**src/rtl/exu_pkg.sv**
```systemverilog
package exu_pkg;

    localparam int DATA_W = 32;
    localparam int REG_AW = 5;
    localparam int SIMM_W = 13;
    localparam int UIMM_W = 22;
    localparam int CC_W   = 4;
    localparam int OPF_W  = 6;

    // instruction shape selector values
    localparam logic [1:0] FMT_UPPER = 2'b00;
    localparam logic [1:0] FMT_REGOP = 2'b10;
    localparam logic [2:0] UPPER_SUB = 3'b100;

    // low four bits of non-shift operation codes; bit 4 selects flag update
    localparam logic [3:0] OPC_ADD  = 4'h0;
    localparam logic [3:0] OPC_AND  = 4'h1;
    localparam logic [3:0] OPC_OR   = 4'h2;
    localparam logic [3:0] OPC_XOR  = 4'h3;
    localparam logic [3:0] OPC_SUB  = 4'h4;
    localparam logic [3:0] OPC_ANDN = 4'h5;
    localparam logic [3:0] OPC_ORN  = 4'h6;
    localparam logic [3:0] OPC_XNOR = 4'h7;
    localparam logic [3:0] OPC_ADDC = 4'h8;
    localparam logic [3:0] OPC_SUBC = 4'hC;

    // full shift codes
    localparam logic [OPF_W-1:0] OPC_SLL = 6'h25;
    localparam logic [OPF_W-1:0] OPC_SRL = 6'h26;
    localparam logic [OPF_W-1:0] OPC_SRA = 6'h27;

    typedef enum logic [3:0] {
        OP_ADD, OP_ADDC, OP_SUB, OP_SUBC,
        OP_AND, OP_ANDN, OP_OR, OP_ORN, OP_XOR, OP_XNOR,
        OP_SLL, OP_SRL, OP_SRA, OP_UIMM
    } alu_op_e;

    typedef struct packed {
        alu_op_e             op;
        logic                set_cc;
        logic                legal;
        logic                imm_sel;
        logic [REG_AW-1:0]   rd;
        logic [REG_AW-1:0]   rs1;
        logic [REG_AW-1:0]   rs2;
        logic [SIMM_W-1:0]   simm;
        logic [UIMM_W-1:0]   uimm;
    } dec_t;

    typedef struct packed {
        logic n;
        logic z;
        logic v;
        logic c;
    } cc_t;

endpackage

```
**src/rtl/exu_decode.sv**
```systemverilog
module exu_decode
    import exu_pkg::*;
(
    input  logic [DATA_W-1:0] instr_i,
    output dec_t              dec_o
);

    logic [OPF_W-1:0] opf;

    always_comb begin
        opf          = instr_i[24:19];
        dec_o        = '0;
        dec_o.op     = OP_ADD;
        dec_o.rd     = instr_i[29:25];
        dec_o.rs1    = instr_i[18:14];
        dec_o.rs2    = instr_i[4:0];
        dec_o.imm_sel = instr_i[13];
        dec_o.simm   = instr_i[12:0];
        dec_o.uimm   = instr_i[21:0];

        unique case (instr_i[31:30])
            FMT_UPPER: begin
                if (instr_i[24:22] == UPPER_SUB) begin
                    dec_o.op    = OP_UIMM;
                    dec_o.legal = 1'b1;
                end
            end
            FMT_REGOP: begin
                if (!opf[5]) begin
                    dec_o.legal  = 1'b1;
                    dec_o.set_cc = opf[4];
                    case (opf[3:0])
                        OPC_ADD:  dec_o.op = OP_ADD;
                        OPC_ADDC: dec_o.op = OP_ADDC;
                        OPC_SUB:  dec_o.op = OP_SUB;
                        OPC_SUBC: dec_o.op = OP_SUBC;
                        OPC_AND:  dec_o.op = OP_AND;
                        OPC_ANDN: dec_o.op = OP_ANDN;
                        OPC_OR:   dec_o.op = OP_OR;
                        OPC_ORN:  dec_o.op = OP_ORN;
                        OPC_XOR:  dec_o.op = OP_XOR;
                        OPC_XNOR: dec_o.op = OP_XNOR;
                        default: begin
                            dec_o.legal  = 1'b0;
                            dec_o.set_cc = 1'b0;
                        end
                    endcase
                end else begin
                    dec_o.legal = 1'b1;
                    case (opf)
                        OPC_SLL: dec_o.op = OP_SLL;
                        OPC_SRL: dec_o.op = OP_SRL;
                        OPC_SRA: dec_o.op = OP_SRA;
                        default: dec_o.legal = 1'b0;
                    endcase
                end
            end
            default: ;
        endcase
    end

endmodule

```
**src/rtl/exu_operand.sv**
```systemverilog
module exu_operand
    import exu_pkg::*;
#(
    parameter int W  = DATA_W,
    parameter int AW = REG_AW,
    parameter int IW = SIMM_W
) (
    input  logic [AW-1:0] rs1_i,
    input  logic [AW-1:0] rs2_i,
    input  logic          imm_sel_i,
    input  logic [IW-1:0] simm_i,
    input  logic [W-1:0]  src1_val_i,
    input  logic [W-1:0]  src2_val_i,
    output logic [W-1:0]  op_a_o,
    output logic [W-1:0]  op_b_o
);

    localparam int EXT_W = W - IW;

    logic [W-1:0] imm_ext;
    logic [W-1:0] reg_b;

    // register index zero always reads as zero
    assign op_a_o  = (rs1_i == '0) ? '0 : src1_val_i;
    assign reg_b   = (rs2_i == '0) ? '0 : src2_val_i;
    assign imm_ext = {{EXT_W{simm_i[IW-1]}}, simm_i};
    assign op_b_o  = imm_sel_i ? imm_ext : reg_b;

endmodule

```
**src/rtl/exu_alu.sv**
```systemverilog
module exu_alu
    import exu_pkg::*;
#(
    parameter int W  = DATA_W,
    parameter int UW = UIMM_W
) (
    input  alu_op_e        op_i,
    input  logic [W-1:0]   a_i,
    input  logic [W-1:0]   b_i,
    input  logic [UW-1:0]  uimm_i,
    input  logic           c_i,
    output logic [W-1:0]   res_o,
    output cc_t            flags_o
);

    localparam int SHW = $clog2(W);
    localparam int LOW = W - UW;

    logic [W:0]     sum_w;
    logic [W:0]     dif_w;
    logic           cin;
    logic [SHW-1:0] amt;
    logic           is_add;
    logic           is_sub;

    always_comb begin
        cin    = (op_i == OP_ADDC || op_i == OP_SUBC) ? c_i : 1'b0;
        sum_w  = {1'b0, a_i} + {1'b0, b_i} + {{W{1'b0}}, cin};
        dif_w  = {1'b0, a_i} - {1'b0, b_i} - {{W{1'b0}}, cin};
        amt    = b_i[SHW-1:0];
        is_add = 1'b0;
        is_sub = 1'b0;
        res_o  = '0;

        unique case (op_i)
            OP_ADD, OP_ADDC: begin
                res_o  = sum_w[W-1:0];
                is_add = 1'b1;
            end
            OP_SUB, OP_SUBC: begin
                res_o  = dif_w[W-1:0];
                is_sub = 1'b1;
            end
            OP_AND:  res_o = a_i & b_i;
            OP_ANDN: res_o = a_i & ~b_i;
            OP_OR:   res_o = a_i | b_i;
            OP_ORN:  res_o = a_i | ~b_i;
            OP_XOR:  res_o = a_i ^ b_i;
            OP_XNOR: res_o = ~(a_i ^ b_i);
            OP_SLL:  res_o = a_i << amt;
            OP_SRL:  res_o = a_i >> amt;
            OP_SRA:  res_o = $unsigned($signed(a_i) >>> amt);
            OP_UIMM: res_o = {uimm_i, {LOW{1'b0}}};
            default: res_o = '0;
        endcase

        flags_o.n = res_o[W-1];
        flags_o.z = (res_o == '0);
        if (is_add) begin
            flags_o.v = (a_i[W-1] == b_i[W-1]) && (res_o[W-1] != a_i[W-1]);
            flags_o.c = sum_w[W];
        end else if (is_sub) begin
            flags_o.v = (a_i[W-1] != b_i[W-1]) && (res_o[W-1] != a_i[W-1]);
            flags_o.c = dif_w[W];
        end else begin
            flags_o.v = 1'b0;
            flags_o.c = 1'b0;
        end
    end

endmodule

```
**src/rtl/exu_ccreg.sv**
```systemverilog
module exu_ccreg
    import exu_pkg::*;
(
    input  logic clk,
    input  logic rst_n,
    input  logic upd_i,
    input  cc_t  nxt_i,
    output cc_t  cc_o
);

    always_ff @(posedge clk or negedge rst_n) begin
        if (!rst_n) begin
            cc_o <= '0;
        end else if (upd_i) begin
            cc_o <= nxt_i;
        end
    end

endmodule

```
**src/rtl/int_exec_unit.sv**
```systemverilog
module int_exec_unit
    import exu_pkg::*;
(
    input  logic                clk,
    input  logic                rst_n,
    input  logic                valid_i,
    input  logic [DATA_W-1:0]   instr_i,
    input  logic [DATA_W-1:0]   src1_val_i,
    input  logic [DATA_W-1:0]   src2_val_i,
    output logic [DATA_W-1:0]   result_o,
    output logic                wr_en_o,
    output logic [REG_AW-1:0]   wr_addr_o,
    output logic                illegal_o,
    output logic [CC_W-1:0]     cc_o
);

    dec_t              dec;
    logic [DATA_W-1:0] op_a;
    logic [DATA_W-1:0] op_b;
    cc_t               flags_nxt;
    cc_t               cc_q;
    logic              cc_upd;

    exu_decode u_decode (
        .instr_i (instr_i),
        .dec_o   (dec)
    );

    exu_operand #(
        .W  (DATA_W),
        .AW (REG_AW),
        .IW (SIMM_W)
    ) u_operand (
        .rs1_i      (dec.rs1),
        .rs2_i      (dec.rs2),
        .imm_sel_i  (dec.imm_sel),
        .simm_i     (dec.simm),
        .src1_val_i (src1_val_i),
        .src2_val_i (src2_val_i),
        .op_a_o     (op_a),
        .op_b_o     (op_b)
    );

    exu_alu #(
        .W  (DATA_W),
        .UW (UIMM_W)
    ) u_alu (
        .op_i    (dec.op),
        .a_i     (op_a),
        .b_i     (op_b),
        .uimm_i  (dec.uimm),
        .c_i     (cc_q.c),
        .res_o   (result_o),
        .flags_o (flags_nxt)
    );

    assign cc_upd = valid_i && dec.legal && dec.set_cc;

    exu_ccreg u_ccreg (
        .clk   (clk),
        .rst_n (rst_n),
        .upd_i (cc_upd),
        .nxt_i (flags_nxt),
        .cc_o  (cc_q)
    );

    assign wr_addr_o = dec.rd;
    assign wr_en_o   = valid_i && dec.legal && (dec.rd != '0);
    assign illegal_o = valid_i && !dec.legal;
    assign cc_o      = cc_q;

endmodule

```
**config.mk**
```make
export PLATFORM = sky130hd
export DESIGN_NAME = int_exec_unit
export DESIGN_NICKNAME = d
export VERILOG_FILES = /design/src/rtl/exu_pkg.sv /design/src/rtl/exu_decode.sv /design/src/rtl/exu_operand.sv /design/src/rtl/exu_alu.sv /design/src/rtl/exu_ccreg.sv /design/src/rtl/int_exec_unit.sv
export SDC_FILE = /design/constraint.sdc
export NUM_CORES = 1
export LEC_CHECK = 0
export CORE_ASPECT_RATIO = 0.8
export CORE_MARGIN = 2
export CORE_UTILIZATION = 30
export CTS_CLUSTER_SIZE = 8
export DETAILED_ROUTE_END_ITERATION = 10
export SYNTH_ARGS = -nofsm -noshare
export SYNTH_HDL_FRONTEND = slang
export SYNTH_SLANG_ARGS = --single-unit
export TNS_END_PERCENT = 20
```
**constraint.sdc**
```tcl
create_clock -name clk -period 8.65 [get_ports clk]
set_input_delay 1.2975 -clock clk [delete_from_list [all_inputs] [get_ports clk]]
set_output_delay 1.2975 -clock clk [all_outputs]
set_load 0.1 [all_outputs]
```
==> results of run 1 <==
layer usage:
metal / track usage, % / vias up / wire length [um]
li1: - / 7322 / -
met1: 47.5 / 8121 / 31000
met2: 54.4 / 1390 / 32400
met3: 7.65 / 227 / 10200
met4: 16.9 / 0 / 4540
met5: 0 / - / 0
worst min-delay path, stage by stage (launching register included):
cell	delay, ns
dfrtp_1	0.35
nand2_1	0.07
o31ai_2	0.06
worst paths after layout:
kind                                              from                     endpoint  slack (ns)  cells past startpoint
min in group asynchronous                        rst_n  u_ccreg.cc_o[0]$_DFFE_PN0P_        1.28                      1
setup / recovery                           instr_i[20]                 result_o[28]        0.41                     21
hold / removal             u_ccreg.cc_o[2]$_DFFE_PN0P_  u_ccreg.cc_o[2]$_DFFE_PN0P_        0.52                      2
hold reg to reg            u_ccreg.cc_o[2]$_DFFE_PN0P_  u_ccreg.cc_o[2]$_DFFE_PN0P_        0.52                      2
max in group asynchronous                        rst_n  u_ccreg.cc_o[3]$_DFFE_PN0P_        7.20                      1
setup reg to reg           u_ccreg.cc_o[0]$_DFFE_PN0P_  u_ccreg.cc_o[2]$_DFFE_PN0P_        3.12                     16
through the flow:
stage	util (%)	instances
3_3_place_gp	36.9	2481
6_report	37.1	2485
3_5_place_dp	36.9	2481
4_1_cts	37.1	2484
5_1_grt	37.1	2484
2_1_floorplan	-	1852
logic make-up after synthesis:
group                    Yosys count  synth area share, %
AO/OA/AOI/OAI                    762                 44.1
multiplexers                      75                 6.56
adder cells (fa/ha/maj)          105                 10.9
flip-flops                         4                0.824
AND/OR/NAND/NOR                  557                 22.7
XOR/XNOR                          69                 5.04
buffers and inverters            280                 9.91
area by class of cell:
cell class / count / area share, %
inverter: 134 / 3.41
sequential: 4 / 0.679
multi-input combinational: 1568 / 74.1
timing repair buffer: 239 / 16.7
antenna: 1 / 0.0170
tap: 536 / 4.55
clock buffer: 3 / 0.510
Yosys cell counts (all sizes together), types with 12 or more instances:
library cell  number
nand2b            14
a211oi            53
o211ai            52
o31ai             21
a21oi            143
nor4              25
nand2            140
a22o              17
mux2i             62
nand4             23
xnor2             55
ha                92
a21o              41
a221oi            20
o22ai             30
a32oi             13
a211o             12
a2111oi           18
and3              12
nor3              62
or3               18
a22oi             18
o21ai            148
inv              133
a31oi             27
nor2             146
clkbuf            77
buf               69
o221ai            28
o2111ai           19
nand3             44
and2              16
xor2              14
power by group through the flow:
stage / clock (mW) / combinational, mW / sequential (mW)
after floorplan: 0 / 1.14 / 0.0451
after global placement: 0 / 1.80 / 0.0277
after detailed placement: 0 / 1.80 / 0.0274
after CTS: 0.0720 / 1.81 / 0.0274
after global routing: 0.0735 / 1.93 / 0.0283
final: 0.0712 / 1.86 / 0.0282
==> out/metrics.yaml, run 1 <==
synth_area_per_cell_um2: 6.56
fin_nets: 2145
endpoint_kind: "output pin"
dieHeight_um: 184
grt_max_degree: 63
powerDensity_nw_per_um2: 133
start_kind: "input pin"
yosysWarnings: 0
grt_pass1_vias: 16000
clock-root-buffer: "clkbuf_16"
synth-main-ff-cell: "dfrtp_1"
ant_nets: 0
antenna_found_initial: 0
grt_first_pass_wirelength_mm: 112
clkPwrFrac_pct: 3.6
ys_ff_latch: 4
core_area_um2: 39700
fin_crit_sh_pct: 95.3
drt_iter0_markers: 2849
p_sw_share_pct: 64.5
cpPeakStageDelay_ns: 0.64
multi_input_area_um2: 10900
final_cell_mix: "nor2_1 (142), a21oi_1 (141), nand2_1 (140)"
dpl_cell_area_um2: 14700
ios: 142
hold_buffers: 0
hold_path.class: "reg -> reg"
top_regs: "u_ccreg.cc_o: 4 flops"
synth-edff-count: 0
vias: 17100
std_cell_rows: 65
routed_via_density: 6.87
dp_slack_ns: 0.537
rsz0062_at_grt: "no"
cts_max_level: 1
yosysTopAreaCellShare_pct: 9.48
crit_chain: "clkdlybuf4s50_1, buf_4, or4bb_1, a211oi_2, or3_1, and3_1, fa_1, inv_1, fa_1, nor2_1, o311a_1, o21ai_0, o22a_1, o21ai_0, buf_4, a21oi_1, o41ai_1, a21oi_1, o31a_1, o221ai_2, buf_12"
wire_per_inst_um: 31.5
clock_skew_ns: 0.000315
p_leak_nw: 5.83
setup_violations: 0
slew_viol_final: 0
top_register: "u_ccreg.cc_o"
io_buffers: 141
place_congestion: 1.08
criticalPathCategory: "in -> out"
p_seq_share_pct: 1.4
worst-path-buf-inv: 5
final.min_clock_period_ns: 8.24
regArea_um2: 100
grt_use_total_pct: 35.6
syn_inst: 1852
syn_area_um2: 12100
gr-total-overflow: 0
finalSetupTns_ns: 0
p_int_mw: 0.695
worst_pin_slew_ns: 1.46
nFillCells: 4323
hold_slack_ns: 0.516
synth.area.top_cells: "ha_1 (9.5%), a21oi_1 (5.8%), o21ai_0 (5.1%)"
final_common_cell: "nor2_1"
cts_made_buffers: 3
cts_setup_buffers: 0
timing.slew.headroom_pct: 2.05
cts_tree: "done"
post_cts_resized: 0
crit_family: "compound AO/OA/AOI/OAI gates"
synth.distinct_cells: 107
pwr-share-comb_pct: 94.9
ys_seq_area_share_pct: 0.824
dieArea_um2: 42100
cap_violations: 0
status: "finished clean"
fin_area_um2: 14700
area_growth_pct: 21.3
arrival_ns: 6.95
p_switching_mw: 1.26
final-hold-violation-count: 0
routed_wl_mm: 78.2
async_flop_share_pct: 100
cp_max_fo: 12
cp.required_ns: 7.35
cts_buffer_depth: 2
insertion_delay_ns: 0.22
ir_worst_vdd_mv: 0.160
die_w_um: 229
max_freq_mhz: 121
largest_register_ffs: 4
dp_hpwl_mm: 62.6
start_util_pct: 30.6
yosys.area.top_type: "ha_1"
route.detailed.drc: 0
drive_above_1_share_pct: 10.7
clkSlewWorstSetupHoldPaths_ns: 0.03
syn_nets: 2047
cts_sinks: 4
first_pass_iters: 8
total_power_mw: 1.96
setup_slack_ns: 0.405
critPathSlowestCell: "o41ai_1"
No activity file was read; power rests on OpenSTA's default activity.
==> run 2: changes to the inputs <==
SKIP_LAST_GASP = 1   (was unset)
==> results of run 2 <==
Same layout as run 1: the final DEF is identical, and so are final timing and power.
